<file path="config.mk">
export PLATFORM = sky130hd
export DESIGN_NAME = sflash_fe
export DESIGN_NICKNAME = d
export VERILOG_FILES = /design/src/rtl/sflash_fe_pkg.sv /design/src/rtl/sflash_fe_hold_gate.sv /design/src/rtl/sflash_fe_shift.sv /design/src/rtl/sflash_fe.sv
export SDC_FILE = /design/constraint.sdc
export NUM_CORES = 1
export LEC_CHECK = 0
export CAP_MARGIN = 20
export CELL_PAD_IN_SITES_DETAIL_PLACEMENT = 2
export CELL_PAD_IN_SITES_GLOBAL_PLACEMENT = 2
export CORE_ASPECT_RATIO = 0.8
export CORE_MARGIN = 4
export CORE_UTILIZATION = 32
export DETAILED_ROUTE_END_ITERATION = 7
export PLACE_DENSITY = 0.84
export SLEW_MARGIN = 0
export SYNTH_ARGS = -nofsm -noshare
export SYNTH_HDL_FRONTEND = slang
export SYNTH_SLANG_ARGS = --single-unit
export TNS_END_PERCENT = 20
</file>
<file path="constraint.sdc">
create_clock -name clk -period 2.2 [get_ports clk]
set_input_delay 0.55 -clock clk [delete_from_list [all_inputs] [get_ports clk]]
set_output_delay 0.55 -clock clk [all_outputs]
set_load 0.02 [all_outputs]
</file>
<file path="src/rtl/sflash_fe_pkg.sv">
package sflash_fe_pkg;

    typedef struct packed {
        logic sclk;   // previous sample of the serial clock
        logic hold;   // pause in effect
        logic dtr;    // double-rate lock for this selection
    } fe_ctrl_t;

    function automatic logic pause_permitted(
        input logic quad_mode,
        input logic quad_xfer,
        input logic nv_en,
        input logic ve_en,
        input logic dtr_lock
    );
        return !quad_mode && !quad_xfer && nv_en && ve_en && !dtr_lock;
    endfunction

endpackage

</file>
<file path="src/rtl/sflash_fe_hold_gate.sv">
module sflash_fe_hold_gate (
    input  logic sel_n,
    input  logic hold_n,
    input  logic sclk,
    input  logic permitted,
    input  logic hold_q,
    output logic hold_d
);
    always_comb begin
        if (sel_n || !permitted) begin
            hold_d = 1'b0;
        end else if (!sclk) begin
            hold_d = !hold_n;
        end else begin
            hold_d = hold_q;
        end
    end
endmodule

</file>
<file path="src/rtl/sflash_fe_shift.sv">
module sflash_fe_shift #(
    parameter int BYTE_W = 8
) (
    input  logic              clk,
    input  logic              rst_n,
    input  logic              clear,
    input  logic              shift_en,
    input  logic              din,
    output logic [BYTE_W-1:0] data,
    output logic              valid,
    output logic [$clog2(BYTE_W)-1:0] cnt
);
    localparam int CNT_W = $clog2(BYTE_W);
    localparam logic [CNT_W-1:0] LAST = CNT_W'(BYTE_W - 1);

    typedef struct packed {
        logic [BYTE_W-1:0] sh;
        logic [CNT_W-1:0]  cnt;
        logic [BYTE_W-1:0] data;
        logic              valid;
    } shift_t;

    shift_t st_d, st_q;
    logic [BYTE_W-1:0] next_sh;

    always_comb begin
        st_d       = st_q;
        st_d.valid = 1'b0;
        next_sh    = {st_q.sh[BYTE_W-2:0], din};
        if (clear) begin
            st_d.sh  = '0;
            st_d.cnt = '0;
        end else if (shift_en) begin
            st_d.sh = next_sh;
            if (st_q.cnt == LAST) begin
                st_d.data  = next_sh;
                st_d.valid = 1'b1;
                st_d.cnt   = '0;
            end else begin
                st_d.cnt = st_q.cnt + 1'b1;
            end
        end
    end

    always_ff @(posedge clk or negedge rst_n) begin
        if (!rst_n) begin
            st_q <= '0;
        end else begin
            st_q <= st_d;
        end
    end

    assign data  = st_q.data;
    assign valid = st_q.valid;
    assign cnt   = st_q.cnt;
endmodule

</file>
<file path="src/rtl/sflash_fe.sv">
module sflash_fe
    import sflash_fe_pkg::*;
#(
    parameter int BYTE_W = 8
) (
    input  logic              clk,
    input  logic              rst_n,
    input  logic              sclk,
    input  logic              sel_n,
    input  logic              hold_n,
    input  logic              dq0_in,
    input  logic              drive_req,
    input  logic              quad_mode,
    input  logic              quad_xfer,
    input  logic              dtr_seen,
    input  logic              cfg_nv_hold_en,
    input  logic              cfg_ve_hold_en,
    output logic [BYTE_W-1:0] byte_data,
    output logic              byte_valid,
    output logic              dq1_oe
);
    localparam int CNT_W = $clog2(BYTE_W);

    fe_ctrl_t ctrl_d, ctrl_q;
    logic     permitted;
    logic     hold_next;
    logic     sclk_rise;
    logic     shift_en;
    logic [CNT_W-1:0] bit_cnt;

    assign permitted = pause_permitted(quad_mode, quad_xfer, cfg_nv_hold_en,
                                       cfg_ve_hold_en, ctrl_q.dtr | dtr_seen);

    sflash_fe_hold_gate u_gate (
        .sel_n     (sel_n),
        .hold_n    (hold_n),
        .sclk      (sclk),
        .permitted (permitted),
        .hold_q    (ctrl_q.hold),
        .hold_d    (hold_next)
    );

    always_comb begin
        ctrl_d      = ctrl_q;
        ctrl_d.sclk = sclk;
        ctrl_d.hold = hold_next;
        ctrl_d.dtr  = sel_n ? 1'b0 : (ctrl_q.dtr | dtr_seen);
    end

    always_ff @(posedge clk or negedge rst_n) begin
        if (!rst_n) begin
            ctrl_q <= '0;
        end else begin
            ctrl_q <= ctrl_d;
        end
    end

    assign sclk_rise = sclk && !ctrl_q.sclk;
    assign shift_en  = !sel_n && !ctrl_q.hold && sclk_rise;

    sflash_fe_shift #(.BYTE_W(BYTE_W)) u_shift (
        .clk      (clk),
        .rst_n    (rst_n),
        .clear    (sel_n),
        .shift_en (shift_en),
        .din      (dq0_in),
        .data     (byte_data),
        .valid    (byte_valid),
        .cnt      (bit_cnt)
    );

    assign dq1_oe = !sel_n && drive_req && !ctrl_q.hold;
endmodule

</file>
==> summary.txt <==
CTS
  – Max H-tree Level: 1
  – Max Buffers Root-to-Sink: 2
  – Hold buffer count at cts: 0
  – CTS root buffer: clkbuf_4
  – Clk slew on worst S/H paths: 0.12 ns
  – Total CTS buffers: 3
  – CTS Sinks: 22
  – Post-CTS Setup Inserts: 0
  – CTS tree: yes
  – Post-CTS sizing: 1
  – Clk_lat worst skew: 0.30 ns

Detailed routing
  – Pre-antenna DRT Iters: 2
  – Wire length after detailed routing: 1950 um
  – Post-route ant nets: 0
  – Residual DRC count: 0
  – Initial DRC Count: 44
  – Via density: 4.73
  – Via count: 657
  – WL/cell: 14.0 um

Global route
  – Initial antenna violation count: 0
  – Global routing usage on met3: 5.05%
  – GRT busiest layer: met2
  – First-pass GRT wire length: 3510 um
  – Vias in the first global route: 700
  – Met1 GRT Util: 16.6%
  – Total GRT Usage: 12.2%
  – GR Overflow Total: 0
  – GR Util met2: 17.9%
  – Pin count of the biggest net entering global routing: 23

Power and ir drop
  – Pleak: 0.555 nW
  – Pwr per Cell Area: 572 nW/um2
  – Power Total: 0.000691 W
  – Max VDD drop: 0.000313 V

Hold path
  – Worst Hold Class: flip-flop to flip-flop

Floorplanning
  – Starting density of the core: 35.1%
  – Die area: 3760 um2
  – I/O pins: 22
  – Num rows: 16
  – Die Wd: 67.5 um
  – Core Area: 2580 um2
  – Die Y: 55.6 um

Placed design
  – DP HPWL: 1430 um
  – Port Buffers: 21
  – GP Congestion: 0.720

Setup path
  – Worst path cell trace: clkdlybuf4s50_1, nor3b_1, dlygate4sd2_1
  – Setup crit start kind: input pin
  – Slowest stage delay, CP: 0.45 ns
  – Worst EP required: 1.65 ns
  – Max FO, Critical Path: 2
  – Critical Path AT: 1.55 ns
  – Slowest stage cell, crit path: clkdlybuf4s50_1
  – CP endpoint kind: output pin
  – Critical path type: input pin to output pin

Timing
  – Slew Limit Fails: 0
  – Fin Hold WS: 0.507 ns
  – Final Cycle Share: 95.6%
  – Worst Skew: 0.00152 ns
  – Period minus WS final: 2.10 ns
  – Highest Clock Rate: 475 MHz
  – Rel. slew slack: 81.5%
  – RSZ-0062 raised after global routing: no
  – Slew at the pin closest to its max-slew limit: 0.277 ns
  – Final hold violation count: 0
  – Final Setup Violations: 0

Finish
  – Final Net Count: 118
  – ANT cells: 0
  – Synth-to-layout area growth: 33.1%
  – Final core occ: 46.8%
  – Share of cells above drive strength 1: 16.5%

Outcome
  – Status: completed

Run
  – Max_cap viols: 0

Yosys
  – Synth area leaders: dfrtp_1 (61%), mux2_2 (9.9%), nand2b_1 (6.9%), o21ai_0 (5.5%), nand2_1 (5.0%)
  – Distinct cell type count after synthesis: 15
  – #FFs+latches synth: 22
  – Synth area leader: dfrtp_1
  – Syn Nets: 92
  – Syn_area_per_cell: 11.6 um2
  – Post-Syn Instances: 78
  – Post-synthesis sequential area ratio: 60.7%
  – Post-synth top area share: 60.7%
  – Synthesized area: 907 um2
  – Yosys warnings: 0
[sequential cells by signal (all words and copies together), names as in the netlist]
register,count
u_shift.valid,1
ctrl_q,3
u_shift.data,8
u_shift.cnt,3
u_shift.next_sh,7
[metal layers]
layer  part of all wire [%]  vias up
li1                       -      310
met1                     48      329
met2                     46       16
met3                    6.1        2
met4                   0.41        0
met5                      0        -
[metrics by stage]
step	instances	area, um2	setup WS, ns	setup TNS, ns
final	139	1210	0.0957	0
after global routing	139	1210	0.00164	0
after CTS	139	1210	0.0948	0
after detailed placement	135	1170	-0.196	-0.196
after global placement	135	1170	-0.184	-0.184
after floorplan	78	907	0.401	0
[synthesized netlist by cell type, drive strengths merged]
library cell  count
o21ai            10
inv               1
nor2              5
dfrtp            22
a21oi             1
buf               1
nand2            13
ha                2
nand2b           10
nor3b             1
clkbuf            2
mux2              8
nor4b             1
nor4              1
[worst paths after layout]
path | slack (ns) | startpoint | depth (start not counted) | endpoint
max | 0.1 | sel_n | 3 | dq1_oe
min | 0.51 | ctrl_q[0] | 2 | ctrl_q[0]
max reg2reg | 0.70 | u_shift.cnt[0] | 4 | u_shift.data[1]
min reg2reg | 0.51 | ctrl_q[0] | 2 | ctrl_q[0]
max in group asynchronous | 1.39 | rst_n | 2 | ctrl_q[0]
min in group asynchronous | 0.59 | rst_n | 2 | u_shift.valid
[worst max-delay path: cells and delay by family]
family	cells	cell delay [ns]
buffers and inverters	2	0.81
and+or+nand+nor	1	0.20
[power by group]
group	leakage (nW)	switching [W]	internal, W
Clock	0.0210	0.000119	0.000101
Sequential	0.302	0.00000421	0.000410
Combinational	0.232	0.0000265	0.0000300
Total	0.555	0.000149	0.000541
[kinds of logic (layout without fill, tap and decap cells)]
logic type / Yosys count / in the layout / synth area share (%)
flip-flops: 22 / 22 / 60.7
adder cells (fa/ha/maj): 2 / 2 / 2.76
AND/OR/NAND/NOR: 31 / 31 / 18.8
AO/OA/AOI/OAI: 11 / 11 / 6.07
multiplexers: 8 / 8 / 9.93
buffers and inverters: 4 / 29 / 1.79
[area by class of cell]
class / count / area (um2)
clock buffers: 4 / 36.3
fillers: 264 / 1380
inverters: 1 / 3.75
multi-input cells: 52 / 340
flip-flops and latches: 22 / 551
well taps: 36 / 45.0
repair buffers: 24 / 231
[cell usage in the layout (no fill, tap or decap), types with 2 or more instances in the layout]
master,count
ha_1,2
nand2_1,12
mux2_2,8
clkbuf_4,3
nand2b_1,10
nor2_1,5
buf_4,3
o21ai_0,10
dfrtp_1,22
clkdlybuf4s50_1,20
(Power assumes the default switching activity.)
